`src/rtl/ptod_pkg.sv`:
```
package ptod_pkg;

  localparam int unsigned NS_PER_SEC = 32'd1_000_000_000;

  // register addresses; the bank select address is fixed by the bus contract
  localparam int A_BANK   = 8'h13;
  localparam int A_CMD    = 8'h14;
  localparam int A_TDATA  = 8'h15;
  localparam int A_TRIMHI = 8'h16;
  localparam int A_TRIMLO = 8'h17;

  // command bit positions
  localparam int CB_START = 0;
  localparam int CB_STOP  = 1;
  localparam int CB_LOAD  = 2;
  localparam int CB_STEP  = 3;
  localparam int CB_SNAP  = 4;

  localparam int TRIM_DIR_BIT = 15;

  typedef struct packed {
    logic snap;
    logic step;
    logic load;
    logic stop;
    logic start;
  } cmd_t;

  typedef struct packed {
    logic        carry;
    logic [29:0] ns;
  } ns_fold_t;

  // fold a raw nanosecond sum below one second (raw < 2 * NS_PER_SEC)
  function automatic ns_fold_t fold_ns(input logic [31:0] raw);
    ns_fold_t r;
    if (raw >= NS_PER_SEC) begin
      r.carry = 1'b1;
      r.ns    = 30'(raw - NS_PER_SEC);
    end else begin
      r.carry = 1'b0;
      r.ns    = 30'(raw);
    end
    return r;
  endfunction

  function automatic cmd_t decode_cmd(input logic [15:0] w);
    cmd_t c;
    c.start = w[CB_START];
    c.stop  = w[CB_STOP];
    c.load  = w[CB_LOAD];
    c.step  = w[CB_STEP];
    c.snap  = w[CB_SNAP];
    return c;
  endfunction

  // one of the four 16-bit time words, in transfer order
  function automatic logic [15:0] time_word(input logic [1:0] idx,
                                            input logic [31:0] sec,
                                            input logic [29:0] ns);
    case (idx)
      2'd0:    return ns[15:0];
      2'd1:    return {2'b00, ns[29:16]};
      2'd2:    return sec[15:0];
      default: return sec[31:16];
    endcase
  endfunction

endpackage

```
`src/rtl/ptod_regif.sv`:
```
module ptod_regif
  import ptod_pkg::*;
#(
  parameter int ADDR_W   = 5,
  parameter int BANK_W   = 3,
  parameter int CLK_BANK = 4,
  parameter int RATE_W   = 26
) (
  input  logic              clk,
  input  logic              rst_n,
  input  logic              bus_wr,
  input  logic              bus_rd,
  input  logic [ADDR_W-1:0] bus_addr,
  input  logic [15:0]       bus_wdata,
  input  logic [31:0]       cur_sec,
  input  logic [29:0]       cur_ns,
  output cmd_t              cmd,
  output logic [31:0]       stage_sec,
  output logic [29:0]       stage_ns,
  output logic [RATE_W-1:0] rate_mag,
  output logic              rate_neg,
  output logic [1:0]        wr_idx,
  output logic [15:0]       bus_rdata
);

  localparam int          HI_BITS = RATE_W - 16;
  localparam logic [15:0] HI_MASK = 16'((1 << HI_BITS) - 1) | (16'd1 << TRIM_DIR_BIT);
  localparam int          WORDS   = 4;

  logic [BANK_W-1:0] bank_q;
  logic [15:0]       stage_q [WORDS];
  logic [15:0]       snap_q  [WORDS];
  logic [1:0]        wr_idx_q, rd_idx_q;
  logic [15:0]       trim_hi_q, trim_lo_q, rdata_q, rd_mux;

  logic on_bank, hit_bank, hit_cmd, hit_data, hit_thi, hit_tlo;

  assign on_bank  = bank_q == BANK_W'(CLK_BANK);
  assign hit_bank = bus_addr == ADDR_W'(A_BANK);
  assign hit_cmd  = on_bank && bus_addr == ADDR_W'(A_CMD);
  assign hit_data = on_bank && bus_addr == ADDR_W'(A_TDATA);
  assign hit_thi  = on_bank && bus_addr == ADDR_W'(A_TRIMHI);
  assign hit_tlo  = on_bank && bus_addr == ADDR_W'(A_TRIMLO);

  assign cmd = (bus_wr && hit_cmd) ? decode_cmd(bus_wdata) : '0;

  always_comb begin
    rd_mux = '0;
    if (hit_bank)      rd_mux = 16'(bank_q);
    else if (hit_data) rd_mux = snap_q[rd_idx_q];
    else if (hit_thi)  rd_mux = trim_hi_q;
    else if (hit_tlo)  rd_mux = trim_lo_q;
  end

  always_ff @(posedge clk) begin
    if (!rst_n) begin
      bank_q    <= '0;
      wr_idx_q  <= '0;
      rd_idx_q  <= '0;
      trim_hi_q <= '0;
      trim_lo_q <= '0;
      rdata_q   <= '0;
      for (int i = 0; i < WORDS; i++) begin
        stage_q[i] <= '0;
        snap_q[i]  <= '0;
      end
    end else begin
      if (bus_wr) begin
        if (hit_bank) bank_q <= bus_wdata[BANK_W-1:0];
        if (hit_data) begin
          stage_q[wr_idx_q] <= bus_wdata;
          wr_idx_q          <= wr_idx_q + 2'd1;
        end
        if (hit_cmd) begin
          wr_idx_q <= '0;
          rd_idx_q <= '0;
          if (cmd.snap)
            for (int i = 0; i < WORDS; i++) snap_q[i] <= time_word(2'(i), cur_sec, cur_ns);
        end
        if (hit_thi) trim_hi_q <= bus_wdata & HI_MASK;
        if (hit_tlo) trim_lo_q <= bus_wdata;
      end
      if (bus_rd) begin
        rdata_q <= rd_mux;
        if (hit_data) rd_idx_q <= rd_idx_q + 2'd1;
      end
    end
  end

  assign stage_sec = {stage_q[3], stage_q[2]};
  assign stage_ns  = {stage_q[1][13:0], stage_q[0]};
  assign rate_mag  = {trim_hi_q[HI_BITS-1:0], trim_lo_q};
  assign rate_neg  = trim_hi_q[TRIM_DIR_BIT];
  assign wr_idx    = wr_idx_q;
  assign bus_rdata = rdata_q;

endmodule

```
`src/rtl/ptod_trim.sv`:
```
module ptod_trim #(
  parameter int FRAC_W  = 32,
  parameter int RATE_W  = 26,
  parameter int NOM_INC = 8,
  parameter int INC_W   = 8
) (
  input  logic              clk,
  input  logic              rst_n,
  input  logic              run,
  input  logic [RATE_W-1:0] rate_mag,
  input  logic              rate_neg,
  output logic [INC_W-1:0]  inc
);

  localparam logic [INC_W-1:0] INC_NOM  = INC_W'(NOM_INC);
  localparam logic [INC_W-1:0] INC_SLOW = INC_W'(NOM_INC - 1);
  localparam logic [INC_W-1:0] INC_FAST = INC_W'(NOM_INC + 1);

  logic [FRAC_W-1:0] acc_q;
  logic [FRAC_W:0]   sum;

  assign sum = {1'b0, acc_q} + {{(FRAC_W + 1 - RATE_W){1'b0}}, rate_mag};

  always_comb begin
    if (!sum[FRAC_W]) inc = INC_NOM;
    else if (rate_neg) inc = INC_SLOW;
    else inc = INC_FAST;
  end

  always_ff @(posedge clk) begin
    if (!rst_n)   acc_q <= '0;
    else if (run) acc_q <= sum[FRAC_W-1:0];
  end

endmodule

```
`src/rtl/ptod_counter.sv`:
```
module ptod_counter
  import ptod_pkg::*;
#(
  parameter int INC_W = 8
) (
  input  logic             clk,
  input  logic             rst_n,
  input  cmd_t             cmd,
  input  logic [31:0]      stage_sec,
  input  logic [29:0]      stage_ns,
  input  logic [INC_W-1:0] inc,
  output logic             run,
  output logic [31:0]      sec,
  output logic [29:0]      ns
);

  logic        run_q, run_d;
  logic [31:0] sec_q, sec_d, st_sec, step_sec;
  logic [29:0] ns_q, ns_d;
  ns_fold_t    st, t_tick, t_step;

  always_comb begin
    st       = fold_ns({2'b00, stage_ns});
    st_sec   = stage_sec + 32'(st.carry);
    t_tick   = fold_ns({2'b00, ns_q} + (run_q ? {{(32 - INC_W){1'b0}}, inc} : 32'd0));
    t_step   = fold_ns({2'b00, t_tick.ns} + (cmd.step ? {2'b00, st.ns} : 32'd0));
    step_sec = cmd.step ? st_sec : 32'd0;
    if (cmd.load) begin
      sec_d = st_sec;
      ns_d  = st.ns;
    end else begin
      sec_d = sec_q + step_sec + 32'(t_tick.carry) + 32'(t_step.carry);
      ns_d  = t_step.ns;
    end
    if (cmd.stop)       run_d = 1'b0;
    else if (cmd.start) run_d = 1'b1;
    else                run_d = run_q;
  end

  always_ff @(posedge clk) begin
    if (!rst_n) begin
      run_q <= 1'b0;
      sec_q <= '0;
      ns_q  <= '0;
    end else begin
      run_q <= run_d;
      sec_q <= sec_d;
      ns_q  <= ns_d;
    end
  end

  assign run = run_q;
  assign sec = sec_q;
  assign ns  = ns_q;

endmodule

```
`src/rtl/ptod_clock.sv`:
```
module ptod_clock
  import ptod_pkg::*;
#(
  parameter int ADDR_W   = 5,
  parameter int BANK_W   = 3,
  parameter int CLK_BANK = 4,
  parameter int RATE_W   = 26,
  parameter int FRAC_W   = 32,
  parameter int NOM_INC  = 8
) (
  input  logic              clk,
  input  logic              rst_n,
  input  logic              bus_wr,
  input  logic              bus_rd,
  input  logic [ADDR_W-1:0] bus_addr,
  input  logic [15:0]       bus_wdata,
  output logic [15:0]       bus_rdata,
  output logic [31:0]       tod_sec,
  output logic [29:0]       tod_ns,
  output logic              tod_running
);

  localparam int INC_W = $clog2(NOM_INC + 2);

  cmd_t              cmd_w;
  logic [31:0]       stage_sec_w;
  logic [29:0]       stage_ns_w;
  logic [RATE_W-1:0] rate_mag_w;
  logic              rate_neg_w;
  logic [1:0]        wr_idx_w;
  logic [INC_W-1:0]  inc_w;

  ptod_regif #(
    .ADDR_W(ADDR_W), .BANK_W(BANK_W), .CLK_BANK(CLK_BANK), .RATE_W(RATE_W)
  ) u_regif (
    .clk(clk), .rst_n(rst_n), .bus_wr(bus_wr), .bus_rd(bus_rd),
    .bus_addr(bus_addr), .bus_wdata(bus_wdata),
    .cur_sec(tod_sec), .cur_ns(tod_ns),
    .cmd(cmd_w), .stage_sec(stage_sec_w), .stage_ns(stage_ns_w),
    .rate_mag(rate_mag_w), .rate_neg(rate_neg_w), .wr_idx(wr_idx_w),
    .bus_rdata(bus_rdata)
  );

  ptod_trim #(
    .FRAC_W(FRAC_W), .RATE_W(RATE_W), .NOM_INC(NOM_INC), .INC_W(INC_W)
  ) u_trim (
    .clk(clk), .rst_n(rst_n), .run(tod_running),
    .rate_mag(rate_mag_w), .rate_neg(rate_neg_w), .inc(inc_w)
  );

  ptod_counter #(.INC_W(INC_W)) u_counter (
    .clk(clk), .rst_n(rst_n), .cmd(cmd_w),
    .stage_sec(stage_sec_w), .stage_ns(stage_ns_w), .inc(inc_w),
    .run(tod_running), .sec(tod_sec), .ns(tod_ns)
  );

endmodule

```
`config.mk`:
```
export PLATFORM = sky130hd
export DESIGN_NAME = ptod_clock
export DESIGN_NICKNAME = d
export VERILOG_FILES = /design/src/rtl/ptod_pkg.sv /design/src/rtl/ptod_regif.sv /design/src/rtl/ptod_trim.sv /design/src/rtl/ptod_counter.sv /design/src/rtl/ptod_clock.sv
export SDC_FILE = /design/constraint.sdc
export NUM_CORES = 1
export LEC_CHECK = 0
export BUFFER_PORTS_ARGS = -buffer_cell sky130_fd_sc_hd__buf_4
export CORE_ASPECT_RATIO = 0.5
export CORE_MARGIN = 4
export CORE_UTILIZATION = 45
export DETAILED_ROUTE_END_ITERATION = 8
export HOLD_SLACK_MARGIN = 0.1
export PLACE_DENSITY = 0.75
export SYNTH_ARGS = -nofsm -noshare
export SYNTH_HDL_FRONTEND = slang
export SYNTH_SLANG_ARGS = --single-unit
```
`constraint.sdc`:
```
create_clock -name clk -period 11 [get_ports clk]
set_input_delay 0.55 -clock clk [delete_from_list [all_inputs] [get_ports clk]]
set_output_delay 0.55 -clock clk [all_outputs]
set_load 0.01 [all_outputs]
```
==> results of run 1 <==
==> through the flow <==
step / util [%] / setup WS [ns] / hold WS [ns] / TNS [ns] / total power [µW]
after global routing: 54.3 / -0.147 / 0.268 / -0.552 / 2070
after floorplan: - / 0.520 / 0.450 / 0 / 1130
final: 54.3 / 0.442 / 0.272 / 0 / 2020
after detailed placement: 51.0 / -0.303 / 0.475 / -0.893 / 1160
after global placement: 51.0 / -0.190 / 0.462 / -0.203 / 1160
after CTS: 53.2 / 0.0182 / 0.253 / 0 / 2020
==> cell usage after synthesis, types with 20 or more instances <==
| cell type | n | area (µm²) |
|---|---|---|
| xor2_1 | 72 | 631 |
| mux2i_1 | 44 | 440 |
| dfxtp_1 | 145 | 2900 |
| nor3_1 | 45 | 225 |
| a21o_1 | 27 | 203 |
| nand4_1 | 22 | 138 |
| edfxtp_1 | 124 | 3720 |
| nor2_1 | 306 | 1150 |
| xnor2_1 | 100 | 876 |
| a211oi_1 | 24 | 180 |
| clkbuf_1 | 64 | 240 |
| and3_1 | 35 | 219 |
| and2_1 | 76 | 475 |
| nand3_1 | 43 | 215 |
| inv_1 | 58 | 218 |
| nor2b_1 | 25 | 156 |
| nand2b_1 | 20 | 125 |
| nand2_1 | 190 | 713 |
| ha_1 | 128 | 1600 |
| a21oi_1 | 138 | 691 |
| o21ai_0 | 69 | 345 |
==> area by class of cell <==
class	instances	area [µm²]
inverters	59	226
clock inverters	12	105
fillers	3604	18500
well taps	540	676
clock buffers	36	698
multi-input cells	1673	11600
flip-flops and latches	269	6630
repair buffers	267	2030
==> where the power goes <==
group,total (µW),internal (µW),leakage [µW],switching [µW]
Clock,881,471,0.000386,410
Sequential,1070,1060,0.00245,11.4
Combinational,68.1,21.9,0.00642,46.2
Total,2020,1550,0.00926,468
==> critical path: cells and delay by family (launching register included) <==
family	cells	cell delay, ns
AOI/OAI and AO/OA	30	5.69
adders and majority gates	6	1.73
buffers and inverters	10	1.20
and+or+nand+nor	7	1.01
xor gates and xnor gates	3	0.46
DFF	1	0.34
==> placed cells by master, fill, tap and decap left out, types with 9 or more instances in the layout <==
cell       Yosys  layout
nor3b_1       11      10
dfxtp_1      145     141
and2_1        76      75
nand2_1      190     186
ha_1         128     123
nand2b_1      20      19
clkbuf_1      64       9
a211oi_1      24      21
clkbuf_16      0      26
nand4_1       22      22
o31ai_1       12      10
a21o_1        27      27
nor2b_1       25      24
nand3_1       43      43
mux2i_1       44      44
edfxtp_1     124     124
xor2_1        72      72
o211a_1       11      11
buf_4          1     261
o211ai_1      19      19
nor3_1        45      45
mux4_2        14      14
a21oi_1      138     134
or3_1         16      15
mux2_2         9       9
o21bai_1      12      11
and3_1        35      35
or2_2         12      11
inv_1         58      55
a22oi_1       11      11
a31oi_1       13      12
o21a_1        18      18
o21ai_0       69      56
o21ai_1        5      11
o22ai_1       14      14
xnor2_1      100      95
nor2_1       306     303
==> state kept, by name (all words and copies together), names as in the netlist, 3 cells and up <==
| name | count |
|---|---|
| u_regif.snap_q | 62 |
| u_regif.stage_q | 62 |
| u_counter.sec | 32 |
| u_trim.acc_q | 32 |
| u_counter.ns | 30 |
| u_regif.bus_rdata | 16 |
| u_regif.trim_lo_q | 16 |
| u_regif.trim_hi_q | 11 |
| u_regif.bank_q | 3 |
==> per-layer routing <==
layer	GRT usage [%]	share of wire, %	up-vias
li1	-	-	7909
met1	35.5	43	8116
met2	40.4	44	649
met3	4.92	9.2	137
met4	7.95	3.7	0
met5	0	0	-
==> worst paths after layout <==
check | slack, ns | startpoint | end | cells past startpoint
worst max-delay path | 0.44 | u_regif.trim_lo_q[0] | u_counter.sec[31] | 56
worst max register to register | 0.44 | u_regif.trim_lo_q[0] | u_counter.sec[31] | 56
worst min-delay path | 0.27 | bus_wdata[12] | u_regif.trim_lo_q[12] | 3
worst min register to register | 0.48 | u_regif.bus_rdata[11] | u_regif.bus_rdata[11] | 2
==> what timing repair did <==
item,CTS,global route
buffers inserted,4,14
gates resized for setup,8,80
pin swaps,5,60
endpoints found under the setup margin,8,19
gates cloned,0,0
hold buffers,0,0
==> cell families (layout without fill, tap and decap cells) <==
group           after synthesis  in the layout
mux                          67             67
xor+xnor                    172            172
fa+ha+maj                   132            132
flops                       269            269
buf+inv                     148            374
compound gates              459            459
simple gates                843            843
==> metrics.cfg, run 1 <==
[clock_tree]
clk_latency_ns = 0.56
cts_root_buffer = clkbuf_16
cts_tree = built
numCtsBuffers = 26
clkSlewWorstSetupHoldPaths_ns = 0.07
cts_sinks = 269
clockBufferDepth = 3
cts-htree-levels = 1

[timing]
max_slew_margin_pct = 19.8
period_share_pct = 96.0
worst_pin_slew_ns = 1.20
setup-violations-final = 0
period_minus_slack_ns = 10.56
hold_viol_final = 0
drv_slew = 0
max_freq_mhz = 94.7
fin_skew_ns = 0.0135

[yosys]
syn_area_per_cell_um2 = 8.83
synth_xor_area_share_pct = 8.17
yosys_warnings = 0
synthArstFlopShare_pct = 0
syn-num-nets = 2247
synth-edff-count = 124
synthAdderAreaFrac_pct = 9.11
netlist_instances = 2090
synth-compound-area-share_pct = 17.1
ys_types = 98
synth_seq_cells = 269
synth-simple-area-share_pct = 21.9
ys_seq_area_share_pct = 35.9
synth.mux.area_fraction_pct = 4.65
synth_area_um2 = 18400
synth_top_family_by_area = simple AND/OR/NAND/NOR gates
synth_top_flop_cell = dfxtp_1

[placed_design]
hpwlAfterDp_um = 44400
place_inst = 2790
gp_congestion = 0.983
dpl_cell_area_um2 = 20700
portBuffers = 103

[detailed_routing]
first_pass_iters = 6
wire_per_inst_um = 20.7
drc = 0
drt_iter0_drc = 1802
antenna_left = 0
wl_um = 59000
viasPerCell = 5.89
routed-via-count = 16800

[layout]
design_area_um2 = 22000
finalNetCount = 2453
final_cells = 2856
drive_gt1_share_pct = 19.1
area_delta_synth_final_pct = 19.2
n_antenna_cell = 0

[floorplanning]
core_area_um2 = 40500
start_util_pct = 45.6
dieArea_um2 = 44500
die_h_um = 151
num_rows = 52
fp.dieW_um = 294
ios = 104

[global_routing]
grt_max_degree = 78
grt_pass1_wl_um = 88300
grt_antenna_before_repair = 1
grt_overflow = 0
grt_pass1_vias = 15500
grtUsageTotal_pct = 25.5

[worst_hold_path]
min_path_type = primary input to flop

[outcome]
status = finished clean

[pwr]
powerDensity_nw_per_um2 = 91.9
ir_drop_uv = 107
p_leak_uw = 0.00926

[worst_setup_path]
worst-path-max-fanout = 11
critPathMaxStageDelay_ns = 0.48
crit_top_cell = buf_4
crit_slowest_cell = fa_1
required_ns = 11.43
worstSetupPathType = flop to flop
startpoint_type = flop
arrival_ns = 10.99
end_kind = flop

[job]
maxCapViolCount = 0

(Power assumes the default switching activity.)
==> run 2, diff against run 1 <==
- CTS_CLUSTER_DIAMETER: unset -> 200
- GPL_TIMING_DRIVEN: unset -> 0
==> metrics.cfg, run 2 (synthesis gave the netlist of run 1 again) <==
[outcome]
status = finished, violations left
violations = setup timing

[floorplanning]
core_area_um2 = 40500  ; unchanged
num_rows = 52  ; unchanged
ios = 104  ; unchanged
dieArea_um2 = 44500  ; unchanged
die_h_um = 151  ; unchanged
fp.dieW_um = 294  ; unchanged
start_util_pct = 45.6  ; unchanged

[global_routing]
grt_pass1_vias = 15800  ; +1.7%
grt_antenna_before_repair = 2  ; +1
grt_max_degree = 39  ; -50%
grtUsageTotal_pct = 26.3  ; +0.80 points
grt_overflow = 0  ; unchanged
grt_pass1_wl_um = 90200  ; +2.1%

[clock_tree]
clkSlewWorstSetupHoldPaths_ns = 0.07  ; about the same
clockBufferDepth = 3  ; unchanged
cts_sinks = 269  ; unchanged
cts_root_buffer = clkbuf_16
ctsHoldBuffers = 0  ; unchanged
cts-htree-levels = 1  ; unchanged
clk_latency_ns = 0.56  ; about the same
numCtsBuffers = 27  ; +3.8%
cts_tree = built

[timing]
hold_viol_final = 0  ; unchanged
worst_pin_slew_ns = 1.05  ; -0.146 ns
period_minus_slack_ns = 11.07  ; +0.517 ns
period_share_pct = 101  ; +4.7 points
max_slew_margin_pct = 30.0  ; +10 points
tns_ns = -0.130  ; -0.130 ns
fin_skew_ns = 0.0169  ; +0.00337 ns
setup-violations-final = 2  ; +2
drv_slew = 0  ; unchanged
layout_setup_ws_ns = -0.0747  ; -0.517 ns
fin_hold_ws_ns = 0.265  ; -0.00633 ns
rsz0062_at_grt = yes
max_freq_mhz = 90.3  ; -4.7%

[worst_setup_path]
worst-path-max-fanout = 7  ; -4
critPathMaxStageDelay_ns = 0.43  ; -0.05 ns
startpoint_type = flop
crit_slowest_cell = fa_1
required_ns = 11.40  ; -0.03 ns
worstSetupPathType = flop to flop
arrival_ns = 11.48  ; +0.49 ns
critical_path_buf_inv_count = 6  ; -4
path_delay_family = compound AO/OA/AOI/OAI gates
end_kind = flop

[detailed_routing]
wire_per_inst_um = 21.8  ; +5.2%
drc = 0  ; unchanged
routed-via-count = 17100  ; +1.6%
first_pass_iters = 5  ; -1
antenna_left = 0  ; unchanged
wl_um = 61900  ; +4.9%
drt_iter0_drc = 2314  ; +28%
viasPerCell = 6.00  ; +1.9%

[pwr]
p_comb_share_pct = 3.4  ; about the same
p_leak_uw = 0.00906  ; -2.2%
ir_drop_uv = 138  ; +28%
swShare_pct = 22.6  ; -0.53 points
internal_power_uw = 1670  ; +7.6%
switching_power_uw = 489  ; +4.4%
clkPwrFrac_pct = 46.9  ; +3.3 points
powerDensity_nw_per_um2 = 97.9  ; +6.5%
total_power_uw = 2160  ; +6.9%
power_frac_seq_pct = 49.6  ; -3.4 points

[layout]
finalNetCount = 2442  ; -0.45%
final_cell_mix = nor2_1 (300), nand2_1 (188), buf_4 (164)
drive_gt1_share_pct = 17.4  ; -1.7 points
n_antenna_cell = 0  ; unchanged
reg.largest.list = u_regif.snap_q (62), u_regif.stage_q (62)
final_common_cell = nor2_1
area_delta_synth_final_pct = 19.6

[job]
maxCapViolCount = 0  ; unchanged

[placed_design]
portBuffers = 103  ; unchanged
pre_cts_ws_ns = -1.73  ; -1.43 ns
hpwlAfterDp_um = 46400  ; +4.6%
gp_congestion = 1.01  ; +2.6%

[worst_hold_path]
min_path_type = primary input to flop

run 2: cell types whose count changed in the layout (fill, tap and decap cells not counted), moves of 4 or more:
cell and change:
xor2_1 -4, a21oi_1 -12, bufinv_16 +4, buf_2 +8
buf_1 +12, buf_4 -97, ha_1 -11, a21oi_2 +10
ha_4 +8, clkbuf_1 +55, inv_6 +4
run 2: repair_timing:
action | in CTS | in global routing
pin swaps | 27 | 63
gates resized for setup | 53 | 92
endpoints found under the setup margin | 26 | 25
buffers inserted | 23 | 38
run 2: cell type report:
type	instances	area, µm²
Clock buffer	33	719
Multi-Input combinational cell	1673	11900
Clock inverter	17	231
Buffer	87	369
Timing Repair Buffer	168	1300
Tap cell	540	676
Fill cell	3579	18400
Inverter	59	221
Sequential cell	269	6630
run 2: tightest hold or removal path: cells and delay by family:
kind / cells / cell delay (ns)
AO/OA/AOI/OAI: 1 / 0.05
buffers and inverters: 1 / 0.13
AND/OR/NAND/NOR: 1 / 0.05
run 2: worst paths after layout:
kind / start / cells after the start / end / slack [ns]
hold reg to reg: u_regif.trim_lo_q[2] / 2 / u_regif.trim_lo_q[2] / 0.48
hold / removal: bus_wdata[13] / 3 / u_regif.trim_lo_q[13] / 0.27
setup reg to reg: u_regif.trim_hi_q[5] / 54 / u_counter.sec[30] / -0.07
setup / recovery: u_regif.trim_hi_q[5] / 54 / u_counter.sec[30] / -0.07
run 2: power by group through the flow:
stage | Combinational, µW | Clock, µW | Sequential (µW)
6_report | 74.2 | 1010 | 1070
5_1_grt | 77.8 | 1060 | 1070
4_1_cts | 72.3 | 1020 | 1070
3_5_place_dp | 71.9 | 0 | 1090
3_3_place_gp | 68.7 | 0 | 1090
2_1_floorplan | 35.8 | 0 | 1090
run 2: per-stage QoR:
stage	utilization, %	cell area [µm²]	std cells
finish	54.5	22100	2846
global placement	49.2	19900	2733
floorplan	-	18400	2090
detailed placement	49.3	20000	2737
global route	54.5	22100	2846
CTS	52.6	21300	2810
run 2: layer usage:
layer,up-vias,global-route usage [%],share of wire (%)
li1,7880,-,-
met5,-,0,0.048
met3,182,6.52,10
met2,863,42.4,45
met1,8145,34.2,40
met4,4,10.5,4.5
==> run 3, diff against run 2 <==
- BUFFER_PORTS_ARGS: -buffer_cell sky130_fd_sc_hd__buf_4 -> unset
- CTS_BUF_LIST: unset -> sky130_fd_sc_hd__clkbuf_16
- DONT_BUFFER_PORTS: unset -> 1
- PLACE_DENSITY: 0.75 -> 0.73
==> metrics.cfg, run 3 (synthesis gave the netlist of run 1 again) <==
[outcome]
status = finished, violations left
violations = setup timing

[layout]
final_cell_mix = nor2_1 (301), nand2_1 (185), dfxtp_1 (143)
fillers = 3669  ; +2.5%
final_common_cell = nor2_1
n_antenna_cell = 0  ; unchanged
multi_input_area_um2 = 11900  ; +0.24%
area_delta_synth_final_pct = 15.5
final_core_util_pct = 52.7  ; -1.9 points
finalNetCount = 2350  ; -3.8%
reg.largest.list = u_regif.snap_q (62), u_regif.stage_q (62)
drive_gt1_share_pct = 13.8  ; -3.7 points
seq_area_um2 = 6630  ; about the same

[detailed_routing]
viasPerCell = 6.04  ; +0.71%
wl_um = 61300  ; -0.99%
drc = 0  ; unchanged
routed-via-count = 16600  ; -2.6%
drt_iter0_drc = 1666  ; -28%
first_pass_iters = 5  ; unchanged
antenna_left = 0  ; unchanged
wire_per_inst_um = 22.3  ; +2.4%

[timing]
drv_slew = 0  ; unchanged
period_share_pct = 101  ; +0.50 points
setup-violations-final = 4  ; +2
max_freq_mhz = 89.9  ; -0.49%
max_slew_margin_pct = 31.5  ; +1.5 points
worst_pin_slew_ns = 1.03  ; -0.0219 ns
fin_skew_ns = 0.0274  ; +0.0105 ns
fin_hold_ws_ns = 0.112  ; -0.153 ns
period_minus_slack_ns = 11.13  ; +0.0549 ns
layout_setup_ws_ns = -0.130  ; -0.0549 ns
hold_viol_final = 0  ; unchanged
rsz0062_at_grt = yes
tns_ns = -0.289  ; -0.159 ns

[worst_setup_path]
critPathMaxStageDelay_ns = 0.46  ; +0.03 ns
startpoint_type = flop
required_ns = 11.41  ; about the same
worst-path-max-fanout = 7  ; unchanged
crit_top_cell = o21ai_2
arrival_ns = 11.54  ; +0.06 ns
worstSetupPathType = flop to flop
end_kind = flop
crit_slowest_cell = a2111oi_4

[global_routing]
grt_pass1_vias = 15300  ; -3.1%
grt_antenna_before_repair = 1  ; -1
grt_overflow = 0  ; unchanged
grtUsageTotal_pct = 26.3  ; about the same
grt_max_degree = 39  ; unchanged
grt_pass1_wl_um = 89700  ; -0.57%

[clock_tree]
clkSlewWorstSetupHoldPaths_ns = 0.06  ; about the same
cts_sinks = 269  ; unchanged
numCtsBuffers = 27  ; unchanged
cts-htree-levels = 1  ; unchanged
clk_latency_ns = 0.58  ; +0.02 ns
cts_tree = built
clockBufferDepth = 3  ; unchanged
cts_root_buffer = clkbuf_16

[floorplanning]
ios = 104  ; unchanged
start_util_pct = 45.6  ; unchanged
fp.dieW_um = 294  ; unchanged
num_rows = 52  ; unchanged
die_h_um = 151  ; unchanged
core_area_um2 = 40500  ; unchanged
dieArea_um2 = 44500  ; unchanged

[pwr]
powerDensity_nw_per_um2 = 96.3  ; -1.7%
ir_drop_uv = 119  ; -14%
p_leak_uw = 0.00848  ; -6.4%
total_power_uw = 2050  ; -5.0%

[placed_design]
pre_cts_ws_ns = -1.74  ; -0.00478 ns
portBuffers = 0  ; -100%
gp_congestion = 0.978  ; -3.1%
hpwlAfterDp_um = 46100  ; -0.66%

[worst_hold_path]
min_path_type = primary input to flop

[job]
maxCapViolCount = 0  ; unchanged

## run 3: cell types whose count changed in the layout (fill, tap and decap cells not counted), moves of 5 or more
cell	before	now
buf_4	164	69
inv_1	57	63
o21ai_1	10	17
xnor2_1	94	89
## run 3: per-stage QoR
| step | cell area, µm² | cells |
|---|---|---|
| floorplan | 18400 | 2090 |
| global placement | 19100 | 2630 |
| detailed placement | 19200 | 2635 |
| CTS | 20500 | 2716 |
| global route | 21300 | 2753 |
| finish | 21300 | 2753 |
## run 3: final cells by class
class / instances / share of cell area (%)
repair buffers: 76 / 2.89
clock buffers: 27 / 3.17
plain buffers: 87 / 1.74
multi-input cells: 1673 / 56.0
inverters: 59 / 1.05
clock inverters: 22 / 0.828
flip-flops and latches: 269 / 31.1
well taps: 540 / 3.17
## run 3: routing by layer
metal	routed length, µm	vias up	part of all wire (%)	global-route usage (%)
met5	13	-	0.021	0
met4	3420	2	5.6	12.8
met3	6330	186	10	6.90
met2	26900	809	44	41.2
met1	24600	7916	40	34.2
li1	-	7721	-	-
## run 3: worst paths after layout
check	endpoint	slack (ns)	cells after the start	start
worst min register to register	u_trim.acc_q[16]	0.48	2	u_trim.acc_q[16]
worst min-delay path	u_regif.trim_lo_q[13]	0.11	2	bus_wdata[13]
worst max register to register	u_counter.sec[30]	-0.13	53	u_regif.trim_lo_q[0]
worst max-delay path	u_counter.sec[30]	-0.13	53	u_regif.trim_lo_q[0]
## run 3: worst max-delay path, delay by kind of cell (launching register included)
kind | cells | cell delay [ns]
adder cells (fa/ha/maj) | 7 | 2.10
AND/OR/NAND/NOR | 11 | 2.02
buffers and inverters | 5 | 0.50
flip-flops | 1 | 0.34
AO/OA/AOI/OAI | 26 | 5.18
XOR/XNOR | 4 | 0.83
## run 3: power breakdown
group	switching (µW)	total (µW)	internal (µW)	leakage (µW)
Sequential	13.1	1070	1060	0.00245
Clock	420	917	497	0.000427
Combinational	42.4	60.2	17.9	0.00560
## run 3: repair_timing
item | in CTS | in global routing
pin swaps | 28 | 75
setup endpoints to repair | 27 | 18
gates resized for setup | 50 | 102
setup buffers | 29 | 38
endpoints found under the hold margin | 3 | 1
hold buffers | 3 | 1
